$ cat config.mk
export PLATFORM = sky130hd
export DESIGN_NAME = sub_redirect_unit
export DESIGN_NICKNAME = d
export VERILOG_FILES = /design/src/rtl/subr_pkg.sv /design/src/rtl/subr_lookup.sv /design/src/rtl/subr_reuse.sv /design/src/rtl/sub_redirect_unit.sv
export SDC_FILE = /design/constraint.sdc
export NUM_CORES = 2
export LEC_CHECK = 0
export ABC_AREA = 0
export ABC_CLOCK_PERIOD_IN_PS = 7200
export BUFFER_PORTS_ARGS = -buffer_cell sky130_fd_sc_hd__buf_2
export CAP_MARGIN = 0
export CORE_MARGIN = 2
export CORE_UTILIZATION = 62
export DETAILED_ROUTE_END_ITERATION = 12
export GPL_ROUTABILITY_DRIVEN = 1
export GPL_TIMING_DRIVEN = 1
export PLACE_DENSITY = 0.76
export SLEW_MARGIN = 30
export SYNTH_ARGS = -nofsm -noshare
export SYNTH_HDL_FRONTEND = slang
export SYNTH_HIERARCHICAL = 1
export SYNTH_SLANG_ARGS = --single-unit
export TNS_END_PERCENT = 50
$ cat constraint.sdc
create_clock -name clk -period 7.2 [get_ports clk]
set_clock_uncertainty 0.1 [all_clocks]
set_input_delay 0.72 -clock clk [delete_from_list [all_inputs] [get_ports clk]]
set_output_delay 0.72 -clock clk [all_outputs]
set_load 0.05 [all_outputs]
$ cat src/rtl/subr_pkg.sv
package subr_pkg;
    typedef enum logic [1:0] {
        ROUTE_NATIVE   = 2'd0,
        ROUTE_REDIRECT = 2'd1,
        ROUTE_REMOTE   = 2'd2
    } route_e;
endpackage

$ cat src/rtl/subr_lookup.sv
module subr_lookup #(
    parameter int ENTRIES = 16,
    parameter int TAG_W   = 18,
    parameter int SLOT_W  = 4
) (
    input  logic                           clk,
    input  logic                           rst_n,
    input  logic [ENTRIES-1:0]             vld,
    input  logic [ENTRIES-1:0][TAG_W-1:0]  tags,
    input  logic [TAG_W-1:0]               key,
    input  logic [ENTRIES-1:0]             reserve,
    output logic                           hit,
    output logic [SLOT_W-1:0]              hit_idx,
    output logic                           free_ok,
    output logic [SLOT_W-1:0]              free_idx
);
    logic [ENTRIES-1:0] match;

    for (genvar g = 0; g < ENTRIES; g++) begin : g_cmp
        assign match[g] = vld[g] && (tags[g] == key);
    end

    always_comb begin
        hit      = |match;
        hit_idx  = '0;
        free_ok  = 1'b0;
        free_idx = '0;
        for (int i = 0; i < ENTRIES; i++) begin
            if (match[i]) hit_idx = SLOT_W'(i);
        end
        for (int i = ENTRIES - 1; i >= 0; i--) begin
            if (!vld[i] && !reserve[i]) begin
                free_ok  = 1'b1;
                free_idx = SLOT_W'(i);
            end
        end
    end

    // a block may be subscribed in at most one slot
    assert_unique_hit_R2: assert property (@(posedge clk) disable iff (!rst_n)
        $onehot0(match));
endmodule

$ cat src/rtl/subr_reuse.sv
module subr_reuse #(
    parameter int CTRS  = 4,
    parameter int TAG_W = 18,
    parameter int CNT_W = 3
) (
    input  logic             clk,
    input  logic             rst_n,
    input  logic             upd,
    input  logic [TAG_W-1:0] key,
    input  logic             consume,
    output logic [CNT_W-1:0] cnt_new
);
    localparam int IDX_W = (CTRS > 1) ? $clog2(CTRS) : 1;
    localparam logic [CNT_W-1:0] CNT_MAX = {CNT_W{1'b1}};

    typedef struct packed {
        logic [CTRS-1:0]             vld;
        logic [CTRS-1:0][TAG_W-1:0]  tag;
        logic [CTRS-1:0][CNT_W-1:0]  cnt;
        logic [IDX_W-1:0]            rr;
    } ctr_st_t;

    ctr_st_t st_d, st_q;
    logic             found;
    logic [IDX_W-1:0] found_idx;
    logic             empty_ok;
    logic [IDX_W-1:0] empty_idx;

    always_comb begin
        found     = 1'b0;
        found_idx = '0;
        empty_ok  = 1'b0;
        empty_idx = '0;
        for (int i = 0; i < CTRS; i++) begin
            if (st_q.vld[i] && st_q.tag[i] == key) begin
                found     = 1'b1;
                found_idx = IDX_W'(i);
            end
        end
        for (int i = CTRS - 1; i >= 0; i--) begin
            if (!st_q.vld[i]) begin
                empty_ok  = 1'b1;
                empty_idx = IDX_W'(i);
            end
        end
        if (!found) cnt_new = CNT_W'(1);
        else if (st_q.cnt[found_idx] == CNT_MAX) cnt_new = CNT_MAX;
        else cnt_new = st_q.cnt[found_idx] + CNT_W'(1);
    end

    always_comb begin
        logic [IDX_W-1:0] slot;
        st_d = st_q;
        slot = empty_ok ? empty_idx : st_q.rr;
        if (upd) begin
            if (found) begin
                if (consume) st_d.vld[found_idx] = 1'b0;
                else         st_d.cnt[found_idx] = cnt_new;
            end else if (!consume) begin
                st_d.vld[slot] = 1'b1;
                st_d.tag[slot] = key;
                st_d.cnt[slot] = cnt_new;
                if (!empty_ok)
                    st_d.rr = (st_q.rr == IDX_W'(CTRS - 1)) ? '0 : st_q.rr + IDX_W'(1);
            end
        end
    end

    always_ff @(posedge clk) begin
        if (!rst_n) st_q <= '0;
        else        st_q <= st_d;
    end

    // a counter is only retired by an access that was itself counted
    assert_consume_counted_R4: assert property (@(posedge clk) disable iff (!rst_n)
        consume |-> upd);
endmodule

$ cat src/rtl/sub_redirect_unit.sv
module sub_redirect_unit #(
    parameter int          ADDR_W      = 24,
    parameter int          OFS_W       = 6,
    parameter int          VAULT_W     = 5,
    parameter int          LOCAL_VAULT = 0,
    parameter int          ENTRIES     = 16,
    parameter int          CTRS        = 4,
    parameter int          CNT_W       = 3,
    parameter int          THRESH      = 4,
    parameter logic [23:0] RSV_BASE    = 24'hF00000
) (
    input  logic                             clk,
    input  logic                             rst_n,
    input  logic                             sub_en,
    input  logic                             flush,
    input  logic                             req_valid,
    input  logic [ADDR_W-1:0]                req_addr,
    input  logic [VAULT_W-1:0]               req_vault,
    input  logic                             mig_done,
    output logic                             out_valid,
    output logic                             out_remote,
    output logic [VAULT_W-1:0]               out_vault,
    output logic [ADDR_W-1:0]                out_addr,
    output logic                             mig_req_valid,
    output logic [ADDR_W-OFS_W-1:0]          mig_req_tag,
    output logic [VAULT_W-1:0]               mig_req_vault,
    output logic [$clog2(ENTRIES)-1:0]       mig_req_slot
);
    import subr_pkg::*;

    localparam int TAG_W  = ADDR_W - OFS_W;
    localparam int SLOT_W = $clog2(ENTRIES);

    typedef struct packed {
        logic [ENTRIES-1:0]               vld;
        logic [ENTRIES-1:0][TAG_W-1:0]    tag;
        logic [ENTRIES-1:0][VAULT_W-1:0]  home;
        logic                             pend;
        logic [SLOT_W-1:0]                rr;
        logic                             ov;
        logic                             orem;
        logic [VAULT_W-1:0]               ovault;
        logic [ADDR_W-1:0]                oaddr;
        logic                             mv;
        logic [TAG_W-1:0]                 mtag;
        logic [VAULT_W-1:0]               mvault;
        logic [SLOT_W-1:0]                mslot;
    } st_t;

    st_t st_d, st_q;

    logic [TAG_W-1:0]   req_tag;
    logic               hit, free_ok;
    logic [SLOT_W-1:0]  hit_idx, free_idx;
    logic [ENTRIES-1:0] reserve;
    logic               is_native, is_pend_blk, upd, hot, launch, evict;
    logic [CNT_W-1:0]   cnt_new;
    route_e             route;

    assign req_tag = req_addr[ADDR_W-1:OFS_W];
    assign reserve = st_q.pend ? (ENTRIES'(1) << st_q.mslot) : '0;

    subr_lookup #(.ENTRIES(ENTRIES), .TAG_W(TAG_W), .SLOT_W(SLOT_W)) u_lookup (
        .clk(clk), .rst_n(rst_n), .vld(st_q.vld), .tags(st_q.tag), .key(req_tag),
        .reserve(reserve), .hit(hit), .hit_idx(hit_idx),
        .free_ok(free_ok), .free_idx(free_idx)
    );

    subr_reuse #(.CTRS(CTRS), .TAG_W(TAG_W), .CNT_W(CNT_W)) u_reuse (
        .clk(clk), .rst_n(rst_n), .upd(upd), .key(req_tag),
        .consume(launch), .cnt_new(cnt_new)
    );

    always_comb begin
        is_native   = (req_vault == VAULT_W'(LOCAL_VAULT));
        is_pend_blk = st_q.pend && (st_q.mtag == req_tag);
        if (is_native)  route = ROUTE_NATIVE;
        else if (hit)   route = ROUTE_REDIRECT;
        else            route = ROUTE_REMOTE;
        upd    = req_valid && (route == ROUTE_REMOTE) && !is_pend_blk;
        hot    = upd && (cnt_new >= CNT_W'(THRESH)) && sub_en && !st_q.pend;
        launch = hot && free_ok;
        evict  = hot && !free_ok;
    end

    always_comb begin
        st_d    = st_q;
        st_d.ov = req_valid;
        st_d.mv = 1'b0;
        if (req_valid) begin
            unique case (route)
                ROUTE_REDIRECT: begin
                    st_d.orem   = 1'b0;
                    st_d.ovault = VAULT_W'(LOCAL_VAULT);
                    st_d.oaddr  = RSV_BASE + ADDR_W'({hit_idx, req_addr[OFS_W-1:0]});
                end
                ROUTE_REMOTE: begin
                    st_d.orem   = 1'b1;
                    st_d.ovault = req_vault;
                    st_d.oaddr  = req_addr;
                end
                default: begin
                    st_d.orem   = 1'b0;
                    st_d.ovault = VAULT_W'(LOCAL_VAULT);
                    st_d.oaddr  = req_addr;
                end
            endcase
        end
        if (launch) begin
            st_d.mv     = 1'b1;
            st_d.pend   = 1'b1;
            st_d.mtag   = req_tag;
            st_d.mvault = req_vault;
            st_d.mslot  = free_idx;
        end
        if (evict) begin
            st_d.vld[st_q.rr] = 1'b0;
            st_d.rr = (st_q.rr == SLOT_W'(ENTRIES - 1)) ? '0 : st_q.rr + SLOT_W'(1);
        end
        if (flush) st_d.vld = '0;
        if (mig_done && st_q.pend) begin
            st_d.vld[st_q.mslot]  = 1'b1;
            st_d.tag[st_q.mslot]  = st_q.mtag;
            st_d.home[st_q.mslot] = st_q.mvault;
            st_d.pend             = 1'b0;
        end
    end

    always_ff @(posedge clk) begin
        if (!rst_n) st_q <= '0;
        else        st_q <= st_d;
    end

    assign out_valid     = st_q.ov;
    assign out_remote    = st_q.orem;
    assign out_vault     = st_q.ovault;
    assign out_addr      = st_q.oaddr;
    assign mig_req_valid = st_q.mv;
    assign mig_req_tag   = st_q.mtag;
    assign mig_req_vault = st_q.mvault;
    assign mig_req_slot  = st_q.mslot;

    assert_one_out_per_req_R1: assert property (@(posedge clk) disable iff (!rst_n)
        req_valid |=> out_valid);
    assert_no_spurious_out_R1: assert property (@(posedge clk) disable iff (!rst_n)
        !req_valid |=> !out_valid);
    assert_mig_needs_enable_R7: assert property (@(posedge clk) disable iff (!rst_n)
        $rose(mig_req_valid) |-> $past(sub_en));
    assert_single_inflight_R5: assert property (@(posedge clk) disable iff (!rst_n)
        mig_req_valid |=> !mig_req_valid);
    assert_target_slot_free_R4: assert property (@(posedge clk) disable iff (!rst_n)
        mig_req_valid |-> !st_q.vld[mig_req_slot]);
endmodule

==> results.py <==
metrics = {
    "final_layout": {
        "final_common_cell": "nand2_1",
        "area_growth_pct": 6.64,
        "layout_common_cells": "nand2_1 (735), dfxtp_1 (458), a21oi_1 (402)",
        "layout-drive-gt1-share": 0.0955,
        "final_area_sq_um": 24100,
        "nNetsFinal": 2793,
        "antenna_cells": 0,
    },
    "detailed_routing": {
        "met1Wirelength_mm": 27.5,
        "drt_iter0_drc": 1970,
        "wl_mm": 71.2,
        "drt-pass1-iter-count": 6,
        "via_per_inst": 6.18,
        "drc_errors": 0,
        "dr.max_layer_used": "met5",
        "wl_per_cell_microns": 21.9,
        "dr_total_vias": 20054,
        "ant_nets": 0,
        "wl_met3_mm": 6.93,
        "met2_length_mm": 32.6,
    },
    "setup_path": {
        "cp.arrival_ns": 5.91,
        "critPathRequiredTime_ns": 7.53,
        "path_max_fanout": 19,
        "cp_common_cell": "nor2_1",
        "cp_cell_sequence": "buf_2, xor2_1, or4_1, or2_1, or4b_4, nor3_2, o31a_4, nor2_1, ha_1, nor2_1, nor2_1, and4b_1, o211ai_4, inv_1, inv_1, ha_1, nand3_1, nand2_1, a21oi_1",
        "cp-end-kind": "register",
        "cp.buffers_inverters": 3,
        "slowest_delay_ns": 0.59,
        "path_class": "input port to register",
        "slowest_stage": "nand3_1",
        "crit_family": "simple AND/OR/NAND/NOR gates",
        "critPathLaunchType": "input port",
    },
    "synthesis": {
        "synth_warnings": 6,
        "syn_area_sq_um": 22600,
        "syn-num-nets": 2876,
        "syn_inst": 2834,
        "syn_avg_cell_area_sq_um": 7.97,
    },
    "timing": {
        "fmax_mhz": 179,
        "drv_slew": 0,
        "setup_tns_ns": 0,
        "finalSetupViolCount": 0,
        "maxSlewHeadroom": 0.319,
        "period_share": 0.774,
        "fin_crit_ns": 5.57,
        "worst_hold_slack_ns": 0.258,
        "worst_pin_slew_ns": 1.01,
        "hold_viol": 0,
        "rsz0062_at_grt": "false",
    },
    "placed_design": {
        "portBuffers": 93,
        "routabilityCongestion": 0.951,
        "placed_cell_area_sq_um": 22500,
        "hpwl_mm": 43.9,
    },
    "grt": {
        "grt_pass1_vias": 18745,
        "gr-usage-all-layers": 0.363,
        "grt_pass1_wl_mm": 107,
        "antenna_found_initial": 1,
        "grt_max_degree": 226,
        "grt-ovfl-total": 0,
    },
    "power_and_ir_drop": {
        "power_frac_seq": 0.467,
        "power.internal_uw": 4170,
        "power.share.switching": 0.243,
        "power_leakage_uw": 0.00794,
        "power_frac_comb": 0.075,
        "ir_drop_uv": 170,
        "power_frac_clock": 0.457,
        "powerDensity_nw_per_um2": 229,
        "power.switching_uw": 1340,
    },
    "clocking": {
        "cts_root_buffer": "clkbuf_16",
        "cts_tree": "yes",
        "clkSinkCount": 458,
        "cts-hold-fix-buffers": 0,
        "cts_max_path_buffers": 3,
        "cts_setup_buffers": 0,
        "clk_latency_ns": 0.60,
        "postCtsResizedCells": 0,
        "clk_pin_slew_worst_paths_ns": 0.06,
        "htreeDepth": 2,
        "cts_inserted_buffers": 49,
    },
    "run": {
        "cap_violations": 0,
    },
    "floorplan": {
        "die_area_sq_um": 38000,
        "start_util": 0.632,
        "dieWidth_microns": 195,
        "core_sq_um": 35700,
        "rows": 69,
        "die_h_microns": 195,
        "pin_count": 94,
    },
    "run_status": {
        "status": "complete, no violations",
    },
    "hold_path": {
        "hold_class": "input port to register",
    },
}
==> final timing paths <==
check,start,to,slack (ns),depth (start not counted)
hold reg to reg,st_q[369],st_q[369],0.37,2
setup / recovery,req_addr[9],u_reuse/st_q[75],1.63,19
hold / removal,req_addr[1],out_addr[1],0.26,3
setup reg to reg,u_reuse/st_q[47],u_reuse/st_q[75],2.01,18
==> state kept, by name (all words and copies together), names as in the netlist <==
signal         flops
u_reuse/st_q      90
st_q             309
out_vault          5
mig_req_tag       18
mig_req_valid      1
out_addr          24
mig_req_vault      5
out_valid          1
out_remote         1
mig_req_slot       4
==> power groups by stage <==
stage	combinational [uW]	clock, uW	sequential, uW
after floorplan	309	0	2630
after global placement	395	0	2630
after detailed placement	399	0	2630
after CTS	402	2520	2570
after global routing	432	2620	2570
final	415	2520	2570
==> stage by stage <==
step           std cells  worst slack, ns  power, uW  utilization
2_1_floorplan       2834             1.45       2930            -
5_1_grt             3246             1.36       5630        0.674
6_report            3246             1.63       5500        0.674
4_1_cts             3245             1.80       5500        0.673
3_3_place_gp        3160             1.34       3020        0.629
3_5_place_dp        3160             1.23       3030        0.629
==> tightest hold or removal path: stages <==
cell,delay [ns]
buf_2,0.07
mux2i_1,0.06
nor2_1,0.07
==> metal layers <==
metal | up-vias | GRT usage
met5 | - | 0
met4 | 2 | 0.208
met3 | 304 | 0.0729
met2 | 1063 | 0.589
met1 | 9541 | 0.452
li1 | 9144 | -
==> cell type report <==
| cell class | instances | area, sq um |
|---|---|---|
| Clock buffer | 76 | 1450 |
| Clock inverter | 9 | 124 |
| Fill cell | 2950 | 11700 |
| Inverter | 18 | 75.1 |
| Multi-Input combinational cell | 2079 | 11800 |
| Sequential cell | 458 | 9170 |
| Tap cell | 461 | 577 |
| Timing Repair Buffer | 145 | 888 |
Power figures use the tool's default switching activity.
